`config.mk`:
```
export PLATFORM = sky130hd
export DESIGN_NAME = cqd_ctrl
export DESIGN_NICKNAME = d
export VERILOG_FILES = /design/src/rtl/cqd_pkg.sv /design/src/rtl/cqd_hyst.sv /design/src/rtl/cqd_pkt_table.sv /design/src/rtl/cqd_sat_ctr.sv /design/src/rtl/cqd_ctrl.sv
export SDC_FILE = /design/constraint.sdc
export NUM_CORES = 1
export LEC_CHECK = 0
export BUFFER_PORTS_ARGS = -buffer_cell sky130_fd_sc_hd__buf_2
export CORE_MARGIN = 5
export CORE_UTILIZATION = 40
export CTS_BUF_LIST = sky130_fd_sc_hd__clkbuf_8
export DETAILED_ROUTE_END_ITERATION = 16
export GPL_ROUTABILITY_DRIVEN = 0
export REMOVE_ABC_BUFFERS = 1
export SETUP_SLACK_MARGIN = 0.3
export SKIP_LAST_GASP = 1
export SYNTH_ARGS = -nofsm -noshare
export SYNTH_HDL_FRONTEND = slang
export SYNTH_SLANG_ARGS = --single-unit
```
`constraint.sdc`:
```
create_clock -name clk -period 3 [get_ports clk]
set_input_delay 0 -clock clk [delete_from_list [all_inputs] [get_ports clk]]
set_output_delay 0 -clock clk [all_outputs]
set_load 0.01 [all_outputs]
```
`src/rtl/cqd_pkg.sv`:
```
package cqd_pkg;

    localparam int NUM_Q = 2;

    typedef enum logic [1:0] {
        PK_IDLE  = 2'd0,
        PK_PASS  = 2'd1,
        PK_TRIM  = 2'd2,
        PK_PURGE = 2'd3
    } pk_state_e;

    typedef struct packed {
        logic      drop;
        logic      mark;
        pk_state_e nxt;
    } verdict_t;

    // Accept/drop/mark decision for one cell plus the next packet state of its index
    function automatic verdict_t judge(
        input pk_state_e st,
        input logic      tracked,
        input logic      eop,
        input logic      clp,
        input logic      cong,
        input logic      epd_on
    );
        verdict_t v;
        v.nxt  = st;
        v.drop = 1'b0;
        if (!tracked) begin
            v.drop = clp & cong;
        end else begin
            unique case (st)
                PK_TRIM: begin
                    v.drop = ~eop;
                    v.nxt  = eop ? PK_IDLE : PK_TRIM;
                end
                PK_PURGE: begin
                    v.drop = 1'b1;
                    v.nxt  = eop ? PK_IDLE : PK_PURGE;
                end
                default: begin
                    if (st == PK_IDLE && epd_on) begin
                        v.drop = 1'b1;
                        v.nxt  = eop ? PK_IDLE : PK_PURGE;
                    end else begin
                        v.drop = clp & cong;
                        v.nxt  = eop ? PK_IDLE : (v.drop ? PK_TRIM : PK_PASS);
                    end
                end
            endcase
        end
        v.mark = ~v.drop & cong;
        return v;
    endfunction

endpackage

```
`src/rtl/cqd_hyst.sv`:
```
module cqd_hyst #(
    parameter int QW = 8
) (
    input  logic          clk,
    input  logic          rst,
    input  logic [QW-1:0] occ,
    input  logic [QW-1:0] hi,
    input  logic [QW-1:0] lo,
    output logic          epd_eff
);
    logic mode_q;

    always_comb begin
        if (occ > hi)      epd_eff = 1'b1;
        else if (occ < lo) epd_eff = 1'b0;
        else               epd_eff = mode_q;
    end

    always_ff @(posedge clk) begin
        if (rst) mode_q <= 1'b0;
        else     mode_q <= epd_eff;
    end

    assert_hyst_on_R4: assert property (@(posedge clk) disable iff (rst)
        (occ > hi) |=> mode_q);
    assert_hyst_off_R4: assert property (@(posedge clk) disable iff (rst)
        (occ < lo && !(occ > hi)) |=> !mode_q);
    assert_hyst_hold_R4: assert property (@(posedge clk) disable iff (rst)
        (!(occ > hi) && !(occ < lo)) |=> (mode_q == $past(mode_q)));
endmodule

```
`src/rtl/cqd_pkt_table.sv`:
```
module cqd_pkt_table
    import cqd_pkg::*;
#(
    parameter int BDI_W = 4
) (
    input  logic             clk,
    input  logic             rst,
    input  logic [BDI_W-1:0] rd_idx,
    output pk_state_e        rd_state,
    input  logic             wr_en,
    input  logic [BDI_W-1:0] wr_idx,
    input  pk_state_e        wr_state
);
    localparam int DEPTH = 1 << BDI_W;

    pk_state_e tbl [DEPTH];

    assign rd_state = tbl[rd_idx];

    always_ff @(posedge clk) begin
        if (rst) begin
            for (int i = 0; i < DEPTH; i++) tbl[i] <= PK_IDLE;
        end else if (wr_en) begin
            tbl[wr_idx] <= wr_state;
        end
    end

    assert_untracked_idle_R8: assert property (@(posedge clk) disable iff (rst)
        tbl[0] == PK_IDLE);
endmodule

```
`src/rtl/cqd_sat_ctr.sv`:
```
module cqd_sat_ctr #(
    parameter int CNT_W = 16
) (
    input  logic             clk,
    input  logic             rst,
    input  logic             inc,
    output logic [CNT_W-1:0] cnt
);
    localparam logic [CNT_W-1:0] CMAX = '1;

    always_ff @(posedge clk) begin
        if (rst)                    cnt <= '0;
        else if (inc && cnt != CMAX) cnt <= cnt + 1'b1;
    end

    assert_ctr_step_R9: assert property (@(posedge clk) disable iff (rst)
        (inc && cnt != CMAX) |=> (cnt == CNT_W'($past(cnt) + 1'b1)));
    assert_ctr_hold_R9: assert property (@(posedge clk) disable iff (rst)
        (!inc || cnt == CMAX) |=> $stable(cnt));
endmodule

```
`src/rtl/cqd_ctrl.sv`:
```
module cqd_ctrl
    import cqd_pkg::*;
#(
    parameter int QW    = 8,
    parameter int BDI_W = 4,
    parameter int CNT_W = 16
) (
    input  logic                    clk,
    input  logic                    rst,
    input  logic                    in_valid,
    input  logic                    in_stream,
    input  logic                    in_clp,
    input  logic                    in_eop,
    input  logic [BDI_W-1:0]        in_bdi,
    input  logic [NUM_Q-1:0][QW-1:0] occ,
    input  logic [NUM_Q-1:0][QW-1:0] cong_thr,
    input  logic [NUM_Q-1:0][QW-1:0] epd_hi,
    input  logic [NUM_Q-1:0][QW-1:0] epd_lo,
    output logic                    out_valid,
    output logic                    out_accept,
    output logic                    out_drop,
    output logic                    out_mark,
    output logic [CNT_W-1:0]        drop_count
);
    logic [NUM_Q-1:0] epd_eff;
    logic [NUM_Q-1:0] cong_vec;

    for (genvar g = 0; g < NUM_Q; g++) begin : g_queue
        cqd_hyst #(.QW(QW)) u_hyst (
            .clk     (clk),
            .rst     (rst),
            .occ     (occ[g]),
            .hi      (epd_hi[g]),
            .lo      (epd_lo[g]),
            .epd_eff (epd_eff[g])
        );
        assign cong_vec[g] = occ[g] > cong_thr[g];
    end

    pk_state_e cur_state;
    verdict_t  vd;
    logic      tracked;
    logic      cell_drop;

    assign tracked = in_bdi != '0;

    cqd_pkt_table #(.BDI_W(BDI_W)) u_tbl (
        .clk      (clk),
        .rst      (rst),
        .rd_idx   (in_bdi),
        .rd_state (cur_state),
        .wr_en    (in_valid && tracked),
        .wr_idx   (in_bdi),
        .wr_state (vd.nxt)
    );

    always_comb begin
        vd = judge(cur_state, tracked, in_eop, in_clp,
                   cong_vec[in_stream], epd_eff[in_stream]);
    end

    assign cell_drop = in_valid && vd.drop;

    always_ff @(posedge clk) begin
        if (rst) begin
            out_valid  <= 1'b0;
            out_accept <= 1'b0;
            out_drop   <= 1'b0;
            out_mark   <= 1'b0;
        end else begin
            out_valid  <= in_valid;
            out_accept <= in_valid && !vd.drop;
            out_drop   <= cell_drop;
            out_mark   <= in_valid && vd.mark;
        end
    end

    cqd_sat_ctr #(.CNT_W(CNT_W)) u_ctr (
        .clk (clk),
        .rst (rst),
        .inc (cell_drop),
        .cnt (drop_count)
    );

    assert_one_verdict_R10: assert property (@(posedge clk) disable iff (rst)
        out_valid |-> $onehot({out_accept, out_drop}));
    assert_quiet_R10: assert property (@(posedge clk) disable iff (rst)
        !out_valid |-> !(out_accept || out_drop || out_mark));
    assert_mark_accepted_R3: assert property (@(posedge clk) disable iff (rst)
        out_mark |-> out_accept);
    assert_valid_follows_R10: assert property (@(posedge clk) disable iff (rst)
        $past(in_valid) |-> out_valid);
    assert_trim_keeps_tail_R6: assert property (@(posedge clk) disable iff (rst)
        (in_valid && tracked && cur_state == PK_TRIM && in_eop) |=> out_accept);
endmodule

```
==> results_dict.tcl <==
set metrics [dict create \
    die_x_um 109 \
    numCtsBuffers 5 \
    crit_path_max_fanout 27 \
    finalCritPeriodShare_pct 86.5 \
    r2r_start "u_tbl.tbl[9][0]$_SDFFCE_PN0P_" \
    fin_worst_skew_ps 9.86 \
    yosys-top-cells-area "edfxtp_1 25%, ha_1 15%, dfxtp_1 11%" \
    die-area_um2 11800 \
    power_density_nw_per_um2 365 \
    leakagePower_nw 2.16 \
    timing.final.crit_period_ps 2590 \
    clk_path_buf_depth 2 \
    cts.hold.buffers_added 0 \
    grt_pass1_vias 3312 \
    synth_edf_count 32 \
    switching_share_pct 27.5 \
    nets 628 \
    fin_tns_setup_ps 0 \
    io_buffer_count 93 \
    seqPwrFrac_pct 48.4 \
    rrSetupSlack_ps 410 \
    tightest_slew_ps 716 \
    clock_sinks 54 \
    die_height_um 109 \
    antennaDiodeCount 0 \
    rsz0062_at_grt "no" \
    yosysMostFrequentCell "inv_1" \
    cts_root_buf "clkbuf_8" \
    htree_levels 2 \
    num_rows 36 \
    path_class "reg -> reg" \
    hpwl_um 7220 \
    hold_violations 0 \
    grt_use_met1_pct 20.8 \
    overflow 0 \
    top_usage_layer "met2" \
    post-place-ws_ps 346 \
    regArea_um2 1400 \
    wirelength_um 9080 \
    r2r_cells 8 \
    drtAntennaViolNets 0 \
    pwr-share-comb_pct 22.2 \
    gr-usage-met2_pct 27.1 \
    synth_cell_types 56 \
    grt_use_met3_pct 2.84 \
    cp-start-kind "register" \
    post_cts_buffers 0 \
    ys.warnings.count 0 \
    grt_pass1_wl_um 15000 \
    min_from "in_valid" \
    drt-initial-drc-count 169 \
    hold_path_end "out_accept$_SDFF_PP0_" \
    end_kind "register" \
    synth_cells 416 \
    syn_area_um2 3900 \
    clk-insertion-delay-late_ps 310 \
    multi_input_area_um2 2260 \
    vias 3284 \
    min_path_cells 3 \
    fmax_mhz 386 \
    vdd_drop_max_uv 193 \
    critPathRequiredTime_ps 3250 \
    start_util_pct 40.5 \
    p_int_w 0.00123 \
    outcome "finished clean" \
    ys_ff_latch 54 \
    yosysTopAreaCell "edfxtp_1" \
    grt_max_degree 42 \
    finalSetupViolCount 0 \
    fin_ws_ps 406 \
    wl_per_cell_um 14.2 \
    fillers 951 \
    p_clk_share_pct 29.4 \
    hold_path.class "in -> reg" \
    antenna_found_initial 0 \
    relSlewSlack_pct 51.8 \
    drv_slew 0 \
    grt_usage_pct 15.8 \
    async_flop_share_pct 0 \
    yosys.area.top_type_share_pct 24.6 \
    synth_common_cells "50 x inv_1, 47 x ha_1, 44 x nor2_1" \
    maxCapViolations 0 \
    synth_ff_type "edfxtp_1" \
    clkSlewWorstSetupHoldPaths_ps 100 \
    io_pins 94 \
    drive_gt1_share_pct 24.4 \
    dr.pass1.iters 5 \
    drc 0 \
    p_sw_w 0.000467 \
    seq_area_frac_synth_pct 35.9 \
    cp.arrival_ps 2850 \
    design.core.area_um2 9640 \
    area_growth_pct 19.2 \
    cts_tree "done" \
    syn_avg_cell_area_um2 9.37 \
    viasPerCell 5.12 \
    crit_start "u_tbl.tbl[9][0]$_SDFFCE_PN0P_" \
    r2r_end "u_ctr.cnt[11]$_SDFFE_PP0P_" \
]
-- power groups by stage --
stage / clock [W] / sequential, W / combinational (W)
final: 0.000497 / 0.000821 / 0.000377
after global routing: 0.000540 / 0.000824 / 0.000428
after CTS: 0.000513 / 0.000821 / 0.000379
after detailed placement: 0 / 0.000838 / 0.000376
after global placement: 0 / 0.000837 / 0.000366
after floorplan: 0 / 0.000838 / 0.000222
-- logic make-up (layout without fill, tap and decap cells) --
| logic type | count (synthesis) | after routing | synth area share, % |
|---|---|---|---|
| mux | 14 | 14 | 6.64 |
| flops | 54 | 54 | 35.9 |
| fa+ha+maj | 47 | 47 | 15.1 |
| compound gates | 75 | 75 | 13.8 |
| simple gates | 160 | 160 | 21.8 |
| other cells | 1 | 2 | 0.0962 |
| buf+inv | 65 | 156 | 6.64 |
-- critical path, stage by stage, from the launching register on --
cell	delay [ps]
edfxtp_1	360
mux4_1	530
mux2_2	310
o221ai_4	190
a31o_4	200
o2111ai_4	120
buf_12	190
or4_1	490
a21oi_2	140
-- worst max-delay path by stage --
stage	to	slack (ps)	cells after the start
finish	u_ctr.cnt[11]$_SDFFE_PP0P_	410	8
floorplan	u_ctr.cnt[4]$_SDFFE_PP0P_	80	6
global placement	u_ctr.cnt[12]$_SDFFE_PP0P_	370	8
detailed placement	u_ctr.cnt[12]$_SDFFE_PP0P_	350	8
global route	u_ctr.cnt[12]$_SDFFE_PP0P_	310	8
CTS	u_ctr.cnt[12]$_SDFFE_PP0P_	330	8
-- per-stage QoR --
step | total power, W | std cells | util (%) | area [um2] | hold WS, ps
floorplan | 0.00106 | 402 | - | 3830 | 69.1
global placement | 0.00120 | 633 | 46.9 | 4520 | 401
detailed placement | 0.00121 | 633 | 46.9 | 4520 | 401
CTS | 0.00171 | 641 | 48.1 | 4630 | 104
global route | 0.00179 | 641 | 48.2 | 4650 | 170
finish | 0.00169 | 641 | 48.2 | 4650 | 124
-- what timing repair did --
item                       CTS  global route
resized for setup            0             3
setup endpoints to repair    0             5
hold endpoints to repair     0             0
-- registers in the layout (all words and copies together) (netlist names) --
register / count
out_drop: 1
out_mark: 1
u_ctr.cnt: 16
u_tbl.tbl: 32
out_valid: 1
g_queue.u_hyst.mode_q: 2
out_accept: 1
-- cell usage in the layout, fill, tap and decap left out, types with 7 or more instances in the layout --
master,Yosys,routed
nor2b_1,12,12
nor2_1,44,44
and3_1,7,7
a21oi_1,20,19
or4_1,7,7
o21ai_0,13,13
dfxtp_1,22,22
nand2b_1,19,19
nand2_1,29,29
edfxtp_1,32,32
buf_2,0,93
ha_1,47,47
nand4_1,10,10
inv_1,50,50
o31ai_1,8,8
-- area by class of cell --
| cell class | instances | area share [%] |
|---|---|---|
| well taps | 133 | 3.58 |
| flip-flops and latches | 54 | 30.2 |
| clock inverters | 3 | 0.942 |
| inverters | 50 | 4.04 |
| repair buffers | 98 | 11.1 |
| clock buffers | 5 | 1.48 |
| multi-input cells | 298 | 48.7 |
-- layer usage --
layer / share of wire, % / vias to the layer above
met5: 0 / -
met4: 0.89 / 0
met3: 5.5 / 11
met2: 49 / 76
met1: 45 / 1516
li1: - / 1681
No activity file was read; power rests on OpenSTA's default activity.
